[config.mk]
export PLATFORM = sky130hd
export DESIGN_NAME = tdm_slot_sequencer
export DESIGN_NICKNAME = d
export VERILOG_FILES = /design/src/rtl/tdmseq_pkg.sv /design/src/rtl/tdmseq_slot_table.sv /design/src/rtl/tdmseq_root_map.sv /design/src/rtl/tdmseq_walker.sv /design/src/rtl/tdm_slot_sequencer.sv
export SDC_FILE = /design/constraint.sdc
export NUM_CORES = 2
export LEC_CHECK = 0
export CAP_MARGIN = 25
export CORE_ASPECT_RATIO = 1.75
export CORE_MARGIN = 2
export CORE_UTILIZATION = 47
export CTS_BUF_LIST = sky130_fd_sc_hd__clkbuf_8
export CTS_CLUSTER_DIAMETER = 120
export DETAILED_ROUTE_END_ITERATION = 8
export PLACE_DENSITY = 0.61
export SLEW_MARGIN = 20
export SYNTH_ARGS = -nofsm -noshare
export SYNTH_HDL_FRONTEND = slang
export SYNTH_SLANG_ARGS = --single-unit
export TNS_END_PERCENT = 30
[constraint.sdc]
create_clock -name clk -period 6.5 [get_ports clk]
set_input_delay 0.975 -clock clk [delete_from_list [all_inputs] [get_ports clk]]
set_output_delay 0.975 -clock clk [all_outputs]
set_load 0.02 [all_outputs]
[src/rtl/tdmseq_pkg.sv]
package tdmseq_pkg;

    // One slot table entry; the bit positions follow the field layout in R1.
    typedef struct packed {
        logic       last;       // bit 15
        logic       byte_unit;  // bit 14
        logic [2:0] cnt;        // bits 13:11
        logic [7:0] ch;         // bits 10:3
        logic       sup;        // bit 2
        logic       loop;       // bit 1
        logic       en;         // bit 0
    } slot_entry_t;

    localparam int ENTRY_W = $bits(slot_entry_t);

    // Last bit offset inside an entry: (cnt+1)*8-1 for bytes, cnt for bits.
    function automatic logic [5:0] entry_last_off(slot_entry_t e);
        return e.byte_unit ? {e.cnt, 3'b111} : {3'b000, e.cnt};
    endfunction

endpackage

[src/rtl/tdmseq_slot_table.sv]
module tdmseq_slot_table
    import tdmseq_pkg::*;
#(
    parameter int DEPTH = 64,
    parameter int IDX_W = $clog2(DEPTH)
) (
    input  logic             clk,
    input  logic             wr_en_i,
    input  logic [IDX_W-1:0] wr_idx_i,
    input  slot_entry_t      wr_entry_i,
    input  logic [IDX_W-1:0] rd_idx_i,
    output slot_entry_t      rd_entry_o
);

    slot_entry_t mem_q [DEPTH];

    always_ff @(posedge clk) begin
        if (wr_en_i) begin
            mem_q[wr_idx_i] <= wr_entry_i;
        end
    end

    assign rd_entry_o = mem_q[rd_idx_i];

endmodule

[src/rtl/tdmseq_root_map.sv]
module tdmseq_root_map #(
    parameter int N_CH = 256,
    parameter int CH_W = $clog2(N_CH)
) (
    input  logic            clk,
    input  logic            wr_en_i,
    input  logic [CH_W-1:0] wr_ch_i,
    input  logic [CH_W-1:0] wr_root_i,
    input  logic [CH_W-1:0] rd_ch_i,
    output logic [CH_W-1:0] rd_root_o
);

    logic [CH_W-1:0] map_q [N_CH];

    always_ff @(posedge clk) begin
        if (wr_en_i) begin
            map_q[wr_ch_i] <= wr_root_i;
        end
    end

    assign rd_root_o = map_q[rd_ch_i];

endmodule

[src/rtl/tdmseq_walker.sv]
module tdmseq_walker
    import tdmseq_pkg::*;
#(
    parameter int N_CH  = 256,
    parameter int DEPTH = 64,
    parameter int CH_W  = $clog2(N_CH),
    parameter int IDX_W = $clog2(DEPTH)
) (
    input  logic             clk,
    input  logic             rst_n,
    input  logic             enable_i,
    input  logic             fsync_i,
    input  slot_entry_t      entry_i,
    input  logic [CH_W-1:0]  root_i,
    input  logic [N_CH-1:0]  fifo_empty_i,
    input  logic [7:0]       fifo_data_i,
    output logic [IDX_W-1:0] idx_o,
    output logic [CH_W-1:0]  ch_o,
    output logic             pop_o,
    output logic [CH_W-1:0]  pop_root_o,
    output logic             underrun_o,
    output logic [CH_W-1:0]  underrun_ch_o,
    output logic             tx_o,
    output logic             loop_o,
    output logic             sync_o
);

    localparam logic [IDX_W-1:0] LAST_IDX = IDX_W'(DEPTH - 1);

    typedef struct packed {
        logic             run;
        logic [IDX_W-1:0] idx;
        logic [5:0]       boff;
        logic [7:0]       sh;
        logic             tx;
        logic             lp;
        logic             sync;
        logic             urun;
        logic [CH_W-1:0]  urun_ch;
    } walk_t;

    walk_t           st_d, st_q;
    logic            active;
    logic            pop;
    logic            bitv;
    logic [7:0]      octet;
    logic [5:0]      off_end;
    logic [CH_W-1:0] ch;

    always_comb begin
        st_d      = st_q;
        st_d.sync = 1'b0;
        st_d.urun = 1'b0;
        pop       = 1'b0;
        bitv      = 1'b1;
        octet     = 8'hFF;
        active    = st_q.run && enable_i;
        off_end   = entry_last_off(entry_i);
        ch        = entry_i.ch[CH_W-1:0];

        if (active) begin
            st_d.sync = (st_q.idx == '0) && (st_q.boff == '0);
            if (entry_i.en) begin
                if (st_q.boff[2:0] == 3'd0) begin
                    if (!fifo_empty_i[ch]) begin
                        pop   = 1'b1;
                        octet = fifo_data_i;
                    end else begin
                        st_d.urun    = 1'b1;
                        st_d.urun_ch = ch;
                    end
                    bitv    = octet[7];
                    st_d.sh = {octet[6:0], 1'b1};
                end else begin
                    bitv    = st_q.sh[7];
                    st_d.sh = {st_q.sh[6:0], 1'b1};
                end
            end
            if (st_q.boff == off_end) begin
                st_d.boff = '0;
                if (entry_i.last || (st_q.idx == LAST_IDX)) begin
                    st_d.run = 1'b0;
                end else begin
                    st_d.idx = st_q.idx + 1'b1;
                end
            end else begin
                st_d.boff = st_q.boff + 6'd1;
            end
        end

        st_d.tx = (active && !entry_i.loop) ? bitv : 1'b1;
        st_d.lp = (active &&  entry_i.loop) ? bitv : 1'b1;

        if (!enable_i) begin
            st_d.run = 1'b0;
        end
        if (fsync_i && enable_i) begin
            st_d.run  = 1'b1;
            st_d.idx  = '0;
            st_d.boff = '0;
        end
    end

    always_ff @(posedge clk or negedge rst_n) begin
        if (!rst_n) begin
            st_q    <= '0;
            st_q.tx <= 1'b1;
            st_q.lp <= 1'b1;
            st_q.sh <= 8'hFF;
        end else begin
            st_q <= st_d;
        end
    end

    assign idx_o         = st_q.idx;
    assign ch_o          = ch;
    assign pop_o         = pop;
    assign pop_root_o    = entry_i.sup ? root_i : ch;
    assign underrun_o    = st_q.urun;
    assign underrun_ch_o = st_q.urun_ch;
    assign tx_o          = st_q.tx;
    assign loop_o        = st_q.lp;
    assign sync_o        = st_q.sync;

endmodule

[src/rtl/tdm_slot_sequencer.sv]
module tdm_slot_sequencer
    import tdmseq_pkg::*;
#(
    parameter int N_CH      = 256,
    parameter int TBL_DEPTH = 64
) (
    input  logic                     clk,
    input  logic                     rst_n,
    input  logic                     enable_i,
    input  logic                     fsync_i,
    input  logic                     wr_en_i,
    input  logic                     wr_sel_i,
    input  logic [$clog2(N_CH)-1:0]  wr_addr_i,
    input  logic [ENTRY_W-1:0]       wr_data_i,
    output logic                     pop_o,
    output logic [$clog2(N_CH)-1:0]  pop_ch_o,
    output logic [$clog2(N_CH)-1:0]  pop_root_o,
    input  logic [N_CH-1:0]          fifo_empty_i,
    input  logic [7:0]               fifo_data_i,
    output logic                     underrun_o,
    output logic [$clog2(N_CH)-1:0]  underrun_ch_o,
    output logic                     tdm_tx_o,
    output logic                     tdm_loop_o,
    output logic                     tdm_sync_o
);

    localparam int CH_W  = $clog2(N_CH);
    localparam int IDX_W = $clog2(TBL_DEPTH);

    logic             tbl_we;
    logic             map_we;
    logic [IDX_W-1:0] rd_idx;
    slot_entry_t      cur_entry;
    logic [CH_W-1:0]  cur_ch;
    logic [CH_W-1:0]  cur_root;

    // Tables change only while stopped, so a frame never sees a half-written table.
    assign tbl_we = wr_en_i && !enable_i && !wr_sel_i && (int'(wr_addr_i) < TBL_DEPTH);
    assign map_we = wr_en_i && !enable_i &&  wr_sel_i;

    tdmseq_slot_table #(
        .DEPTH (TBL_DEPTH),
        .IDX_W (IDX_W)
    ) u_slot_table (
        .clk        (clk),
        .wr_en_i    (tbl_we),
        .wr_idx_i   (wr_addr_i[IDX_W-1:0]),
        .wr_entry_i (slot_entry_t'(wr_data_i)),
        .rd_idx_i   (rd_idx),
        .rd_entry_o (cur_entry)
    );

    tdmseq_root_map #(
        .N_CH (N_CH),
        .CH_W (CH_W)
    ) u_root_map (
        .clk       (clk),
        .wr_en_i   (map_we),
        .wr_ch_i   (wr_addr_i),
        .wr_root_i (wr_data_i[CH_W-1:0]),
        .rd_ch_i   (cur_ch),
        .rd_root_o (cur_root)
    );

    tdmseq_walker #(
        .N_CH  (N_CH),
        .DEPTH (TBL_DEPTH),
        .CH_W  (CH_W),
        .IDX_W (IDX_W)
    ) u_walker (
        .clk           (clk),
        .rst_n         (rst_n),
        .enable_i      (enable_i),
        .fsync_i       (fsync_i),
        .entry_i       (cur_entry),
        .root_i        (cur_root),
        .fifo_empty_i  (fifo_empty_i),
        .fifo_data_i   (fifo_data_i),
        .idx_o         (rd_idx),
        .ch_o          (cur_ch),
        .pop_o         (pop_o),
        .pop_root_o    (pop_root_o),
        .underrun_o    (underrun_o),
        .underrun_ch_o (underrun_ch_o),
        .tx_o          (tdm_tx_o),
        .loop_o        (tdm_loop_o),
        .sync_o        (tdm_sync_o)
    );

    assign pop_ch_o = cur_ch;

endmodule

# After elaboration in Yosys (flattened, before gate mapping)
# Memories as Yosys holds them, arrays and structs flattened.
# Cells that the tools add are included.
# totals
ramBits,3072
latch_bits,0
mem_count,2
wordCells,74
reg_bits,33
rom_bits,0
output_inout_bits,29
input_bits,294
# op_classes
muxes,31
n_addsub,2
shifts,0
multipliers,0
bitwise,0
n_reduce_logical,22
order_cmp,2
div_mod_pow,0
eq_ne,6
# mem_list
name,depth,word_bits,read_ports,rd_ports_with_merged_regs,write_ports,line_no,text
u_root_map.map_q,256,8,1,0,1,tdmseq_root_map.sv:13,logic [CH_W-1:0] map_q [N_CH];
u_slot_table.mem_q,64,16,1,0,1,tdmseq_slot_table.sv:15,slot_entry_t mem_q [DEPTH];
# op_table
op,n
$mux W8,4
$mux W9,3
$mux W21,1
$mux W6,3
$mux W1,16
$mux W13,1
$add A6 B1 Y6 const B,2
$logic_not A6 Y1,2
$mux W10,1
$logic_and A1 B1 Y1,9
$lt A8 B9 Y1 const B,1
$ne A3 B1 Y1 const B,3
$bmux W1 S8,1
$lt A8 B7 Y1 const B,1
$mux W7,1
$eq A6 B6 Y1,1
$eq A6 B6 Y1 const B,1
$reduce_and A3 Y1,2
$reduce_and A4 Y1,1
$reduce_bool A2 Y1,2
$logic_not A1 Y1,3
$logic_not A3 Y1,1
$ne A2 B2 Y1 const B,1
$reduce_and A2 Y1,1
$logic_or A1 B1 Y1,1

# Logic depth before layout (Yosys ltp)
# An unclocked memory read counts as a cell.
# depth
depth_word,9
mapped_depth,22

# By module
# Synthesis repeated with hierarchy kept, for this count alone.
# unflattened
cells_unflattened,5964
hier_area_um2,123383.3
# by_module_without_submodules
module,cells_per_inst,area_per_inst_um2,instances
tdmseq_root_map,3725,79396.1,1
tdmseq_slot_table,1813,39721.8,1
tdmseq_walker,422,4231.6,1
tdm_slot_sequencer,4,33.8,1

# Worst setup path after synthesis
# Ideal clock, no wire load.
# synth_path
path_type,register to output
start,"reg u_walker.st_q, in the netlist u_walker.idx_o[1]"
end,out pop_root_o[0]
arrival_time_ps,4156
path_stages_with_launch,16
setup_slack_ps,1369
path_cell_list,dfrtp_1 buf_2 buf_4 buf_6 buf_4 clkbuf_1 buf_1 mux4_2 mux4_2 mux4_2 buf_2 nand3_1 a21oi_1 a21oi_1 o21ai_0 or4b_1
# synth_via
elab_chain_len,3
# synth_lines
element,line_no,text
"start, declared",tdmseq_walker.sv:42,"walk_t st_d, st_q;"
"start signal, assigned",tdmseq_walker.sv:111,st_q <= st_d;
$mem_v2 Z64 W16,--,
named net pop_ch_o[7],tdm_slot_sequencer.sv:16,"output logic [$clog2(N_CH)-1:0] pop_ch_o,"
$mem_v2 Z256 W8,--,
$mux W8,tdmseq_walker.sv:118,assign pop_root_o = entry_i.sup ? root_i : ch;
"end, declared",tdm_slot_sequencer.sv:17,"output logic [$clog2(N_CH)-1:0] pop_root_o,"
# The timed path passes the listed nets, and every way through them passes these cells.

# Final worst setup path
# layout_path
start,"reg u_walker.st_q, in the netlist u_walker.idx_o[0]"
end,out pop_root_o[7]
# layout_via
elab_chain_len,3
# layout_lines
element,line_no
$mem_v2 Z64 W16 *,--
$mem_v2 Z256 W8,--
$mux W8 *,tdmseq_walker.sv:118
# Every way passes the cells marked *; elsewhere a longest branch is shown, timed or not.

==> flow_summary.yaml <==
critical_path:
  arrival_ns: 6.13
  crit_chain: "buf_12 -> mux2_2 -> a221oi_4 -> nand3_4 -> nand3_4 -> and2_4 -> buf_12 -> buf_16 -> buf_16 -> buf_16 -> buf_16 -> nand2_1 -> a311oi_2 -> a311oi_2 -> nor3_2 -> o31a_1 -> nor4_4 -> nor3_4 -> buf_6 -> buf_12"
  slowest_delay_ns: 0.57
  worstSetupStartpointType: "flip-flop"
  crit_type: "reg2out"
  crit_buf_inv: 8
  reg2reg_depth: 20
  worst_setup_path_end_kind: "primary output"
  cp.depth: 20
  cp_top_family: "simple AND/OR/NAND/NOR gates"
  cp_slowest_cell: "dfrtp_4"
  worstPathRequired_ns: 5.52
  worst_path_most_repeated_cell: "buf_16"
  reg2reg_slack_ns: 0.97
  critPathMaxFanout: 17
global_routing:
  grt_max_degree: 184
  antenna_found_initial: 29
  grt_pass1_wl_mm: 590
  grt_usage: 0.302
  overflow: 0
  grt_pass1_vias: 81100
timing:
  min_period_ns: 7.11
  slew_headroom: 0.192
  setup_slack_ns: -0.607
  maxSlewViolCount: 0
  setup_violations: 9
  final.setup_skew_ns: 0.0857
  finalCritPeriodShare: 1.09
  fmax_mhz: 141
  timing.final.hold_violations: 0
  whs_ns: 0.379
  worstMarginPinSlew_ns: 1.21
  rsz0062_at_grt: "yes"
cells_and_area:
  final-seq-area_sq_um: 93100
  final_cells: 13200
  areaGrowthSynthToFinish_pct: 18.9
  drive_above_1_share: 0.216
  multiInputGateArea_sq_um: 32100
  fill_cells: 21300
  nets: 9611
synth:
  yosysWarnings: 0
  ys_types: 93
  synth.yosys.seq_area_share: 0.735
  ys_async_sr_fraction: 0.0103
  synth_area_per_cell_sq_um: 15.2
  synth_top_area_share: 0.729
  synth_edf_count: 3072
  synth_fp_nets: 8623
  netlist_top_cells_area: "edfxtp_1, mux4_2, nand2_1"
  synthFlopType: "edfxtp_1"
  synthesis.area_sq_um: 127000
  synthCells: 8325
  synth-seq-cells: 3104
  synth_top_cell_by_area: "edfxtp_1"
clock_tree:
  cts_sinks: 3104
  cts_buffers: 433
  clk_path_buf_depth: 4
  insertion_delay_ns: 1.09
  clk_pin_slew_worst_paths_ns: 0.07
  root_buffer: "clkbuf_8"
  cts_tree: "yes"
  cts_max_level: 5
placement:
  place.gp.congestion: 0.962
  placedCellCount: 12300
  dp_hpwl_mm: 269
  portBuffers: 322
status:
  status: "finished with violations"
  violations: "setup timing"
pwr:
  powerDensity_nw_per_um2: 251
  peakVddDrop_mv: 0.185
  fin_total_pwr_mw: 37.8
  p_leak_nw: 50.6
floorplanning:
  die_y_um: 690
  start_util: 0.471
  dieWidth_um: 396
  std_cell_rows: 252
  core-area_sq_um: 269000
  boundaryPins: 323
  dieArea_sq_um: 274000
drt:
  wire_per_inst_um: 32.6
  ant_nets: 0
  routed_wl_mm: 431
  routed_via_density: 6.18
  drc: 0
  dr.pass1.iters: 6
  drt_iter0_drc: 9602
  vias: 81800
job:
  cap_violations: 0
min_path:
  hp-class: "in2reg"
  holdPathStages: 1
==> placed cells by master, fill, tap and decap left out, types with 13 or more instances in the layout <==
| cell | count |
|---|---|
| nor2_2 | 51 |
| diode_2 | 23 |
| buf_8 | 25 |
| a311oi_2 | 71 |
| inv_1 | 157 |
| bufinv_16 | 17 |
| clkbuf_16 | 23 |
| clkdlybuf4s50_1 | 296 |
| nand2_1 | 1718 |
| a311oi_1 | 299 |
| nand4_1 | 13 |
| o21ai_0 | 28 |
| o22ai_1 | 14 |
| buf_12 | 96 |
| clkbuf_8 | 450 |
| nor2_1 | 317 |
| mux4_2 | 321 |
| a311o_1 | 19 |
| a21oi_2 | 15 |
| buf_6 | 47 |
| a211oi_2 | 28 |
| clkinv_2 | 42 |
| mux2i_1 | 103 |
| a22oi_1 | 15 |
| and3_1 | 375 |
| dfrtp_1 | 20 |
| edfxtp_1 | 3072 |
| a21oi_1 | 53 |
| clkinv_1 | 124 |
| nor3_2 | 17 |
| a211oi_1 | 247 |
| nand3_1 | 390 |
| nor3_1 | 40 |
| a31oi_1 | 119 |
| buf_4 | 626 |
| buf_16 | 39 |
==> where the power goes <==
group	switching (mW)	leakage, nW	internal (mW)	total, mW
clock network	7.48	4.61	7.09	14.6
logic	0.720	18.0	0.371	1.09
registers	0.0428	28.0	22.0	22.1
==> registers in the layout (all words and copies together), names as in the netlist <==
name and count:
u_walker.tx_o 1, u_walker.underrun_o 1, u_walker.underrun_ch_o 8, u_walker.st_q 14, u_slot_table.mem_q 1024, u_root_map.map_q 2048
u_walker.sync_o 1, u_walker.idx_o 6, u_walker.loop_o 1
==> area by class of cell <==
cell class                 count  area share
antenna                       23    0.000382
clock buffer                 450      0.0412
clock inverter               334      0.0123
inverter                      31     0.00121
multi-input combinational   4563       0.213
sequential                  3104       0.618
tap                         3556      0.0296
timing repair buffer        1175      0.0833
timing repair inverter         5    0.000466
==> through the flow <==
| stage | utilization | worst slack (ns) | area [sq um] | TNS (ns) |
|---|---|---|---|---|
| floorplan | - | 1.37 | 127000 | 0 |
| global placement | 0.514 | -0.954 | 138000 | -3.99 |
| detailed placement | 0.514 | -0.722 | 138000 | -3.14 |
| CTS | 0.551 | -0.645 | 148000 | -5.23 |
| global route | 0.560 | -0.692 | 150000 | -5.32 |
| finish | 0.560 | -0.607 | 150000 | -4.78 |
==> layer usage <==
metal	wire [um]	part of all wire	global-route usage
met2	219000	0.51	0.521
met5	87	0.00020	0
met4	38000	0.088	0.227
met1	140000	0.33	0.330
met3	33500	0.078	0.0549
==> Yosys cell counts, types with 6 or more instances <==
cell type / count
edfxtp_1: 3072
nand2_1: 1730
nand3_1: 396
a311oi_1: 380
and3_1: 376
nor2_1: 368
mux4_2: 321
a211oi_1: 281
buf_2: 256
clkbuf_1: 231
a31oi_1: 133
mux2i_1: 105
buf_4: 80
a21oi_1: 68
nor3_1: 61
o21ai_0: 39
buf_1: 37
a22oi_1: 25
dfrtp_1: 23
inv_1: 23
a311o_1: 20
o22ai_1: 18
buf_6: 17
a211o_1: 13
nand4_1: 13
o211ai_1: 11
nor2b_1: 10
a221oi_1: 9
a22o_1: 9
dfstp_2: 9
mux2_2: 9
nand2b_1: 9
a2111oi_0: 8
and2_1: 8
o2111ai_1: 8
or3_1: 8
xnor2_1: 8
mux2_4: 7
nor4_1: 7
o21bai_1: 7
o22a_1: 7
o31ai_1: 6
==> kinds of logic (layout without fill, tap and decap cells) <==
logic type / Yosys count / in the layout / synth area share
AO/OA/AOI/OAI: 1089 / 1089 / 0.0666
adder cells (fa/ha/maj): 4 / 4 / 0.000396
XOR/XNOR: 9 / 9 / 0.000623
AND/OR/NAND/NOR: 3018 / 3018 / 0.104
other: 0 / 23 / 0
multiplexers: 443 / 443 / 0.0673
flip-flops: 3104 / 3104 / 0.735
buffers and inverters: 658 / 1995 / 0.0259
==> final timing paths <==
| path | start | endpoint |
|---|---|---|
| max | u_walker.idx_o[0] | pop_root_o[7] |
| min reg2reg | u_walker.st_q[17] | u_walker.st_q[17] |
| max in group asynchronous | rst_n | u_walker.idx_o[2] |
| max reg2reg | u_walker.idx_o[0] | u_walker.underrun_ch_o[3] |
| min | wr_data_i[1] | u_root_map.map_q[243][1] |
| min in group asynchronous | rst_n | u_walker.underrun_ch_o[5] |
==> timing repair <==
item / CTS / global route
pin swaps: 40 / 75
endpoints found under the setup margin: 9 / 9
endpoints found under the hold margin: 8 / 0
gates resized for setup: 268 / 207
cloned: 16 / 25
hold buffers: 1 / 0
buffers inserted: 14 / 69
No activity file was read; power rests on OpenSTA's default activity.
